$ cat config.mk
export PLATFORM = sky130hd
export DESIGN_NAME = interval_timer
export DESIGN_NICKNAME = d
export VERILOG_FILES = /design/src/rtl/interval_timer.sv
export SDC_FILE = /design/constraint.sdc
export NUM_CORES = 1
export LEC_CHECK = 0
export BUFFER_PORTS_ARGS = -buffer_cell sky130_fd_sc_hd__clkbuf_2
export CAP_MARGIN = 25
export CORE_ASPECT_RATIO = 1.1
export CORE_MARGIN = 3
export CORE_UTILIZATION = 30
export DETAILED_ROUTE_END_ITERATION = 7
export GPL_TIMING_DRIVEN = 0
export PLACE_DENSITY = 0.5
export SETUP_SLACK_MARGIN = 0.4
export SLEW_MARGIN = 15
export SYNTH_ARGS = -nofsm -noshare
export SYNTH_HDL_FRONTEND = slang
export SYNTH_SLANG_ARGS = --single-unit
$ cat constraint.sdc
create_clock -name clk -period 1.9 [get_ports clk]
set_input_delay 0.38 -clock clk [delete_from_list [all_inputs] [get_ports clk]]
set_output_delay 0.38 -clock clk [all_outputs]
set_load 0.1 [all_outputs]
$ cat src/rtl/interval_timer.sv
module interval_timer #(
  parameter int W = 16
) (
  input  logic         clk,
  input  logic         rst_n,
  input  logic         enable,
  input  logic         wr_en,
  input  logic [1:0]   wr_sel,
  input  logic [W-1:0] wr_data,
  output logic [W-1:0] count_out,
  output logic         irq
);

  localparam logic [1:0] SEL_SCALE  = 2'd0;
  localparam logic [1:0] SEL_PERIOD = 2'd1;
  localparam logic [1:0] SEL_COUNT  = 2'd2;

  logic [W-1:0] scale_q, period_q, count_q, pre_q;
  logic         irq_q;

  wire wr_scale  = wr_en && wr_sel == SEL_SCALE;
  wire wr_period = wr_en && wr_sel == SEL_PERIOD;
  wire wr_count  = wr_en && wr_sel == SEL_COUNT;
  wire tick      = enable && pre_q == '0;
  wire at_zero   = count_q == '0;

  always_ff @(posedge clk or negedge rst_n) begin
    if (!rst_n) begin
      scale_q  <= '0;
      period_q <= '0;
      count_q  <= '0;
      pre_q    <= '0;
      irq_q    <= 1'b0;
    end else begin
      if (wr_scale)
        pre_q <= wr_data;
      else if (enable)
        pre_q <= tick ? scale_q : pre_q - 1'b1;

      if (wr_scale)  scale_q  <= wr_data;
      if (wr_period) period_q <= wr_data;

      if (wr_count)
        count_q <= wr_data;
      else if (tick)
        count_q <= at_zero ? period_q : count_q - 1'b1;

      irq_q <= tick && at_zero && !wr_count;
    end
  end

  assign count_out = count_q;
  assign irq       = irq_q;


  reload_chk: assert property (@(posedge clk) disable iff (!rst_n)
    irq |-> (count_q == $past(period_q) && $past(count_q) == '0 && $past(enable)));


  hold_chk: assert property (@(posedge clk) disable iff (!rst_n)
    (!enable && !wr_en) |=> ($stable(count_q) && $stable(pre_q) && !irq));


  count_write_chk: assert property (@(posedge clk) disable iff (!rst_n)
    wr_count |=> (count_q == $past(wr_data) && !irq));


  prescale_bound_chk: assert property (@(posedge clk) disable iff (!rst_n)
    pre_q <= scale_q);


  no_early_step_chk: assert property (@(posedge clk) disable iff (!rst_n)
    (enable && pre_q != '0 && !wr_count) |=> $stable(count_q));

endmodule

## Word-level counts from Yosys, hierarchy flattened

Cells that the tools add are included.
W data, S select, Z words.

| cells by class | value |
|---|---|
| equal/unequal tests | 2 |
| shift-type cells | 0 |
| add/subtract/negate cells | 2 |
| mux-type cells | 6 |
| reduce and logical (&&, ||, !) cells | 12 |
| bitwise logic cells | 0 |
| $mul | 0 |
| div/mod/pow operators | 0 |
| magnitude comparators | 0 |

Operators with widths:

| cell | number |
|---|---|
| $mux W16 | 6 |
| $logic_not A16 Y1 | 2 |
| $sub A16 B1 Y16 const B | 2 |
| $logic_and A1 B1 Y1 | 6 |
| $reduce_bool A2 Y1 | 2 |
| $eq A2 B1 Y1 const B | 1 |
| $eq A2 B2 Y1 const B | 1 |
| $logic_not A2 Y1 | 1 |
| $logic_not A1 Y1 | 1 |

| word-level totals | value |
|---|---|
| bits in writable memories | 0 |
| register bits after elaboration | 65 |
| memories | 0 |
| latch bits | 0 |
| word-level logic and storage cells | 27 |
| bits in read-only memories | 0 |
| output and inout port bits | 17 |
| bits of input ports | 22 |

## Depth between registers and ports, before layout

Gate-level depths: netlist of the first run.

| depth | value |
|---|---|
| word-level depth | 5 |
| gate-level depth with buffers | 9 |
| mapped depth without buffers | 7 |

## Worst setup path before layout of the first run

OpenSTA, ideal clock, no wires.

| timing path | value |
|---|---|
| path type | register to register |
| start point | register count_q[0], in the netlist count_out[0] |
| end point | register count_q[6], in the netlist count_out[6] |
| buffers on the path | 0 |
| data arrival time | 2.397 ns |
| path slack | -0.575 ns |
| stages on the path, launching flop included | 8 |
| period minus slack after synthesis | 2.475 ns |
| setup time | 0.078 ns |
| required time | 1.822 ns |
| cells stage by stage | dfrtp_1 -> inv_1 -> ha_1 -> nor4b_4 -> nor2b_1 -> xnor2_1 -> a211o_1 -> a21oi_1 |

| on the way | value |
|---|---|
| cells in the longest elaborated chain, start to end | 4 |
| elaborated cells on any way between the ends | 5 |
| classes of those cells | 1 x add/sub; 3 x mux; 1 x reduce/logical |

RTL lines:

| element | RTL line | source |
|---|---|---|
| from (decl) | 18 | `logic [W-1:0] scale_q, period_q, count_q, pre_q;` |
| from (signal assigned) | 44 | `count_q <= wr_data;` |
| from (signal assigned) | 46 | `count_q <= at_zero ? period_q : count_q - 1'b1;` |
| $sub A16 B1 Y16 or $logic_not A16 Y1 (tied branches) | 46, 25 |  |
| $mux W16 (*) | 46 |  |
| $mux W16 (*) | 45 | `else if (tick)` |
| $mux W16 (*) | 43 | `if (wr_count)` |

Mark *: on every way between the ends. The rest lies on a longest branch, timed or not. The select of a mux whose other input is x is not followed.
A chain may end at the register's enable or synchronous reset.

## Worst setup path in the final report of the first run

| timing path | value |
|---|---|
| start point | register pre_q[0] |
| end point | register pre_q[0] |

| on the way | value |
|---|---|
| cells in the longest elaborated chain, start to end | 5 |
| elaborated cells on any way between the ends | 6 |
| classes of those cells | 1 x add/sub; 3 x mux; 2 x reduce/logical |

RTL lines:

| element | RTL line | source |
|---|---|---|
| from (decl) | 18 |  |
| from (signal assigned) | 36 | `pre_q <= wr_data;` |
| from (signal assigned) | 38 | `pre_q <= tick ? scale_q : pre_q - 1'b1;` |
| branches (longest 2 deep; another with $sub A16 B1 Y16) | - |  |
| $mux W16 (*) | 38 |  |
| $mux W16 (*) | 37 | `else if (enable)` |
| $mux W16 (*) | 35 | `if (wr_scale)` |

Mark *: on every way between the ends. The select of a mux whose other input is x is not followed.

==> results.json, run 1 <==
{
  "outcome": "complete, but fails checks",
  "violations": "setup timing",
  "cp_cell_sequence": "inv_2 -> ha_4 -> nor3b_4 -> nand4_2 -> or2_1 -> buf_6 -> buf_12 -> o2111ai_2 -> o311ai_1",
  "slowest_stage": "dfrtp_2",
  "synth_area_um2": 3580,
  "port-buffer-count": 38,
  "cts_tree": "yes",
  "dieArea_um2": 13300,
  "ff_latch_area_um2": 1670,
  "core-area_um2": 11600,
  "grt_overflow": 0,
  "finalPower_mw": 5.69,
  "clock_sinks": 65,
  "final_nets": 480,
  "gp_congestion": 0.799,
  "synth_edf_count": 0,
  "period_share_pct": 102,
  "whs_path_depth": 3,
  "relSlewSlack_pct": 44.8,
  "syn2layout_area_growth_pct": 40.9,
  "die_w_um": 110,
  "place_ws_ns": -0.321,
  "drt_first_pass_iters": 4,
  "root_buffer": "clkbuf_16",
  "critPathKind": "flop to flop",
  "die_y_um": 121,
  "htree_levels": 3,
  "fillerInstances": 1107,
  "cp-start-kind": "flop",
  "setup_violations": 10,
  "clock_skew_ns": 0.00916,
  "drv_cap": 0,
  "drive_gt1_share_pct": 38.0,
  "grt_pass1_vias": 3185,
  "cp-end-kind": "flop",
  "drv_slew": 0,
  "peakVddDrop_mv": 0.605,
  "synth_top_area_share_pct": 45.4,
  "fmax_mhz": 514,
  "antenna_found_initial": 0,
  "p_per_area_nw_per_um2": 1130,
  "worstMarginPinSlew_ns": 0.825,
  "grt_use_total_pct": 17.4,
  "grt_pass1_wl_mm": 17.3,
  "clkTransAtPathRegs_ns": 0.06,
  "layout_common_cells": "76 x nand2_1, 47 x dfrtp_1, 24 x nor2_1, 23 x clkbuf_2, 21 x buf_4",
  "dpl.hpwl_mm": 7.49,
  "post_drt_wl_per_cell_um": 18.1,
  "clock_latency_ns": 0.34,
  "yosysTopAreaCell": "dfrtp_1",
  "start_util_pct": 30.9,
  "rr_worst_depth": 9,
  "synth.area.top_cells": "dfrtp_1 45%, nand2_1 8.1%, mux2_2 5.3%",
  "crit_cells": 9,
  "place_inst": 566,
  "fin_util_pct": 43.5,
  "async_flop_share_pct": 100,
  "grt_max_degree": 52,
  "synth_seq_area_share_pct": 45.4,
  "cts_buffers": 9,
  "cpPeakStageDelay_ns": 0.41,
  "ys_seq_elements": 65,
  "n_antenna_cell": 0,
  "boundaryPins": 39,
  "worstPathArrival_ns": 2.15,
  "leakagePower_nw": 2.17,
  "multi_input_area_um2": 2020,
  "viasPerCell": 5.21,
  "path_buf_inv": 3,
  "drt_wl_total_mm": 11.0,
  "yosysWarnings": 0,
  "crit_path_max_fanout": 6,
  "cts_buffer_depth": 2,
  "fp-row-count": 41,
  "rsz0062_at_grt": "yes",
  "antenna_left": 0,
  "cp_top_family": "simple AND/OR/NAND/NOR gates",
  "final.setup.worst_slack_ns": -0.0461,
  "final_hold_viol_count": 0,
  "dr_total_vias": 3178,
  "hold_class": "primary input to flop",
  "drcViolationCount": 0,
  "synth_fp_nets": 402,
  "drtIter0Drc": 236,
  "final_common_cell": "nand2_1",
  "synth_flop_cell": "dfrtp_1",
  "syn_avg_cell_area_um2": 9.51,
  "finalNonFillerCells": 610,
  "syn_inst": 377,
  "synth.distinct_cells": 55,
  "fin_crit_ns": 1.95,
  "cp.required_ns": 2.11
}
## stage by stage
stage | hold WS [ns] | setup TNS, ns | instance area, um2
final | 0.324 | -0.189 | 5050
after global routing | 0.329 | -2.68 | 5050
after CTS | 0.310 | -0.607 | 4950
after detailed placement | 0.295 | -7.57 | 4110
after global placement | 0.460 | -16.50 | 4080
after floorplan | 0.0844 | -0.000308 | 3700
## report_power, final
part	switching [mW]	leakage [nW]	internal (mW)	total [mW]
Sequential	0.398	0.771	1.70	2.10
Combinational	1.03	1.24	0.758	1.79
Clock	0.609	0.154	1.18	1.79
## worst register-to-register path, cell delays in order, from the launching register on
cell and delay (ns):
dfrtp_2 0.41, inv_2 0.08, ha_4 0.12, nor3b_4 0.23, nand4_2 0.16, or2_1 0.25
buf_6 0.15, buf_12 0.15, o2111ai_2 0.16, o311ai_1 0.12
## cell usage after synthesis (all sizes together), types with 2 or more instances
cell type and instances:
o2111ai 3, nor2 27, o211ai 13, a22o 2, nor3b 3, mux2i 10
nor3 14, o21ai 18, nand4 5, a211o 2, xnor2 18, o22ai 4
buf 8, nand2 78, inv 10, or2 3, ha 3, clkbuf 11
o31ai 4, o31a 2, nor4 5, a21oi 15, dfrtp 65, mux2 17
a31oi 4, a2bb2oi 3, nand3 12, xor2 3, nand3b 2
## area by class of cell
cell class | instances | share of cell area [%]
buffer | 19 | 3.12
clock buffer | 13 | 4.96
clock inverter | 3 | 1.29
inverter | 10 | 0.793
multi-input combinational | 283 | 40.1
sequential | 65 | 33.1
tap | 150 | 3.72
timing repair buffer | 67 | 13.0
## registers in the layout, summed over array words and instances, names as in the netlist
| signal | count |
|---|---|
| count_out | 16 |
| irq | 1 |
| period_q | 16 |
| pre_q | 16 |
| scale_q | 16 |
## layer usage
layer  global-route usage [%]  wire length, um
met3                     3.10              401
met1                     22.2             4820
met5                        0                0
met4                     7.01              280
met2                     28.9             5520
## cell families (layout without fill, tap and decap cells)
family / Yosys count / in the layout / synth area share (%)
xor+xnor: 21 / 21 / 5.13
buf+inv: 29 / 112 / 4.09
flops: 65 / 65 / 45.4
simple gates: 156 / 156 / 21.9
fa+ha+maj: 3 / 3 / 1.05
mux: 27 / 27 / 8.14
compound gates: 76 / 76 / 14.4
## final timing paths
kind | start | to | slack, ns
min | wr_data[15] | count_out[15]$_DFFE_PN0P_ | 0.32
min reg2reg | scale_q[6]$_DFFE_PN0P_ | scale_q[6]$_DFFE_PN0P_ | 0.48
max reg2reg | pre_q[0]$_DFFE_PN0P_ | pre_q[0]$_DFFE_PN0P_ | -0.05
max in group asynchronous | rst_n | count_out[12]$_DFFE_PN0P_ | 0.84
min in group asynchronous | rst_n | count_out[0]$_DFFE_PN0P_ | 0.48
max | pre_q[0]$_DFFE_PN0P_ | pre_q[0]$_DFFE_PN0P_ | -0.05
## timing repair
| action | 4_1_cts | 5_1_grt |
|---|---|---|
| hold endpoints to repair | 14 | 0 |
| hold buffers | 1 | 0 |
| pin swaps | 16 | 10 |
| setup buffers | 21 | 3 |
| resized for setup | 73 | 20 |
| cloned | 3 | 0 |
| setup endpoints to repair | 71 | 49 |
Power figures use the tool's default switching activity.
==> run 2: changes to the inputs <==
==> constraint.sdc (replaced) <==
create_clock -name clk -period 1.9 [get_ports clk]
set_input_delay 0.19 -clock clk [delete_from_list [all_inputs] [get_ports clk]]
set_output_delay 0.19 -clock clk [all_outputs]
set_load 0.1 [all_outputs]
==> run 2 against run 1 <==
  * The run still ends with setup timing left
  * Non-clock buffer count unchanged
  * Clock-buffer cell count decreased by 4
  * Global-route usage increased by 0.56 points
  * Combinational power decreased by 6%
  * Sequential cell count unchanged
  * Sequential share of layout area increased by 1.4 points
  * Die area unchanged
  * Core utilization decreased by 1.8 points
  * Clock skew increased by 0.0012 ns
  * Critical path depth unchanged
  * Final area decreased by 4.1%
  * Largest power group unchanged
==> results.json, run 2 (synthesized netlist as in run 1, its figures left out) <==
{
  "place_inst": 566,
  "slowest_stage": "dfrtp_1",
  "grt_pass1_wl_mm": 18.0,
  "p_switching_mw": 2.08,
  "hold_class": "primary input to flop",
  "clock_skew_ns": 0.0104,
  "cp-start-kind": "flop",
  "crit_path_end": "pre_q[0]$_DFFE_PN0P_",
  "setup_violations": 21,
  "fillerInstances": 1173,
  "p_int_mw": 3.22,
  "viasPerCell": 5.15,
  "clkTransAtPathRegs_ns": 0.06,
  "drive_gt1_share_pct": 38.3,
  "antenna_found_initial": 0,
  "rsz0062_at_grt": "yes",
  "dpl.hpwl_mm": 7.53,
  "worstPathArrival_ns": 2.18,
  "cts_buffer_depth": 2,
  "htree_levels": 3,
  "cp.required_ns": 2.10,
  "syn2layout_area_growth_pct": 35.1,
  "drt_first_pass_iters": 4,
  "final_area_um2": 4840,
  "p_clk_share_pct": 28.9,
  "cp-end-kind": "flop",
  "crit_cells": 9,
  "outcome": "complete, but fails checks",
  "whs_path_depth": 3,
  "dieArea_um2": 13300,
  "finalNonFillerCells": 610,
  "holdWs_ns": 0.117,
  "layout_common_cells": "76 x nand2_1, 49 x dfrtp_1, 32 x clkbuf_2, 25 x nor2_1, 20 x buf_4",
  "clock_sinks": 65,
  "grt_pass1_vias": 3138,
  "crit_path_max_fanout": 5,
  "boundaryPins": 39,
  "p_sw_share_pct": 39.3,
  "p_per_area_nw_per_um2": 1100,
  "grt_max_degree": 42,
  "post_drt_wl_per_cell_um": 18.3,
  "worstMarginPinSlew_ns": 0.667,
  "peakVddDrop_mv": 0.516,
  "drt_wl_total_mm": 11.2,
  "drv_cap": 0,
  "start_util_pct": 30.9,
  "place_area_um2": 4100,
  "path_buf_inv": 3,
  "final_common_cell": "nand2_1",
  "period_share_pct": 105,
  "pwr-share-comb_pct": 31.7,
  "dr_total_vias": 3141,
  "final_nets": 480,
  "finalPower_mw": 5.30,
  "relSlewSlack_pct": 55.5,
  "rrSetupSlack_ns": -0.09,
  "core-area_um2": 11600,
  "root_buffer": "clkbuf_16",
  "drv_slew": 0,
  "die_y_um": 121,
  "final_hold_viol_count": 0,
  "antenna_left": 0,
  "fp-row-count": 41,
  "cp_cell_sequence": "inv_2 -> ha_4 -> nor3b_4 -> nand4_2 -> or2_1 -> buf_6 -> buf_12 -> o2111ai_4 -> o311ai_2",
  "timing.rr.start": "pre_q[0]$_DFFE_PN0P_",
  "n_antenna_cell": 0,
  "gp_congestion": 0.821,
  "final.setup.worst_slack_ns": -0.0869,
  "rr_worst_depth": 9,
  "fin_crit_ns": 1.99,
  "critPathKind": "flop to flop",
  "cp_top_family": "simple AND/OR/NAND/NOR gates",
  "violations": "setup timing",
  "regToRegEndpoint": "pre_q[0]$_DFFE_PN0P_",
  "fmax_mhz": 503,
  "grt_use_total_pct": 18.0,
  "drcViolationCount": 0,
  "seqPwrFrac_pct": 39.4,
  "cts_tree": "yes",
  "grt_overflow": 0,
  "port-buffer-count": 38,
  "worstHoldStart": "wr_data[15]",
  "leakagePower_nw": 2.06,
  "drtIter0Drc": 215,
  "cpPeakStageDelay_ns": 0.39,
  "crit_start": "pre_q[0]$_DFFE_PN0P_",
  "die_w_um": 110,
  "cts_buffers": 9,
  "clock_latency_ns": 0.34
}
## run 2: changes by cell type in the layout (fill, tap and decap cells not counted), sizes merged
cell / before / now
buf: 42 / 39
bufinv: 2 / 0
clkbuf: 56 / 55
clkinv: 1 / 5
clkinvlp: 0 / 2
## run 2: worst min path at each step
stage	endpoint	slack [ns]
5_1_grt	period_q[8]$_DFFE_PN0P_	0.13
2_1_floorplan	count_out[10]$_DFFE_PN0P_	-0.11
3_3_place_gp	scale_q[5]$_DFFE_PN0P_	0.46
6_report	scale_q[15]$_DFFE_PN0P_	0.12
4_1_cts	scale_q[15]$_DFFE_PN0P_	0.11
3_5_place_dp	count_out[0]$_DFFE_PN0P_	0.17
## run 2: repair_timing
action	4_1_cts	5_1_grt
gates resized for setup	31	27
pin swaps	14	9
setup endpoints to repair	36	48
hold buffers	1	0
setup buffers	18	7
cloned	2	0
endpoints found under the hold margin	24	0
## run 2: area by class of cell
class	instances	area [um2]	area share [%]
plain buffers	19	146	3.02
well taps	150	188	3.88
inverters	10	40.0	0.827
repair buffers	67	505	10.4
flip-flops and latches	65	1670	34.4
clock inverters	7	47.5	0.982
clock buffers	9	225	4.65
multi-input cells	283	2020	41.8
## run 2: worst reg2reg max path, stage by stage, from the launching register on
cell	delay, ns
dfrtp_1	0.39
inv_2	0.08
ha_4	0.13
nor3b_4	0.24
nand4_2	0.16
or2_1	0.25
buf_6	0.14
buf_12	0.14
o2111ai_4	0.18
o311ai_2	0.14
## run 2: power by group through the flow
stage / Sequential [mW] / Clock [mW] / Combinational [mW]
after floorplan: 2.48 / 0 / 0.755
after global routing: 2.14 / 1.64 / 1.82
final: 2.09 / 1.53 / 1.68
after global placement: 2.10 / 0 / 1.46
after CTS: 2.08 / 1.57 / 1.64
after detailed placement: 2.12 / 0 / 1.49
## run 2: routing by layer
layer  part of all wire [%]  track usage (%)
met1                     43             22.9
met3                    4.0             3.63
met2                     50             29.4
met5                      0                0
met4                    2.6             7.54
## run 2: metrics by stage
step / utilization, % / setup TNS [ns] / setup slack [ns]
6_report: 41.7 / -0.751 / -0.0869
5_1_grt: 41.7 / -2.84 / -0.167
4_1_cts: 40.6 / -0.0965 / -0.0447
3_5_place_dp: 35.4 / -6.28 / -0.295
3_3_place_gp: 35.2 / -7.81 / -0.291
2_1_floorplan: - / -0.000308 / -0.000308
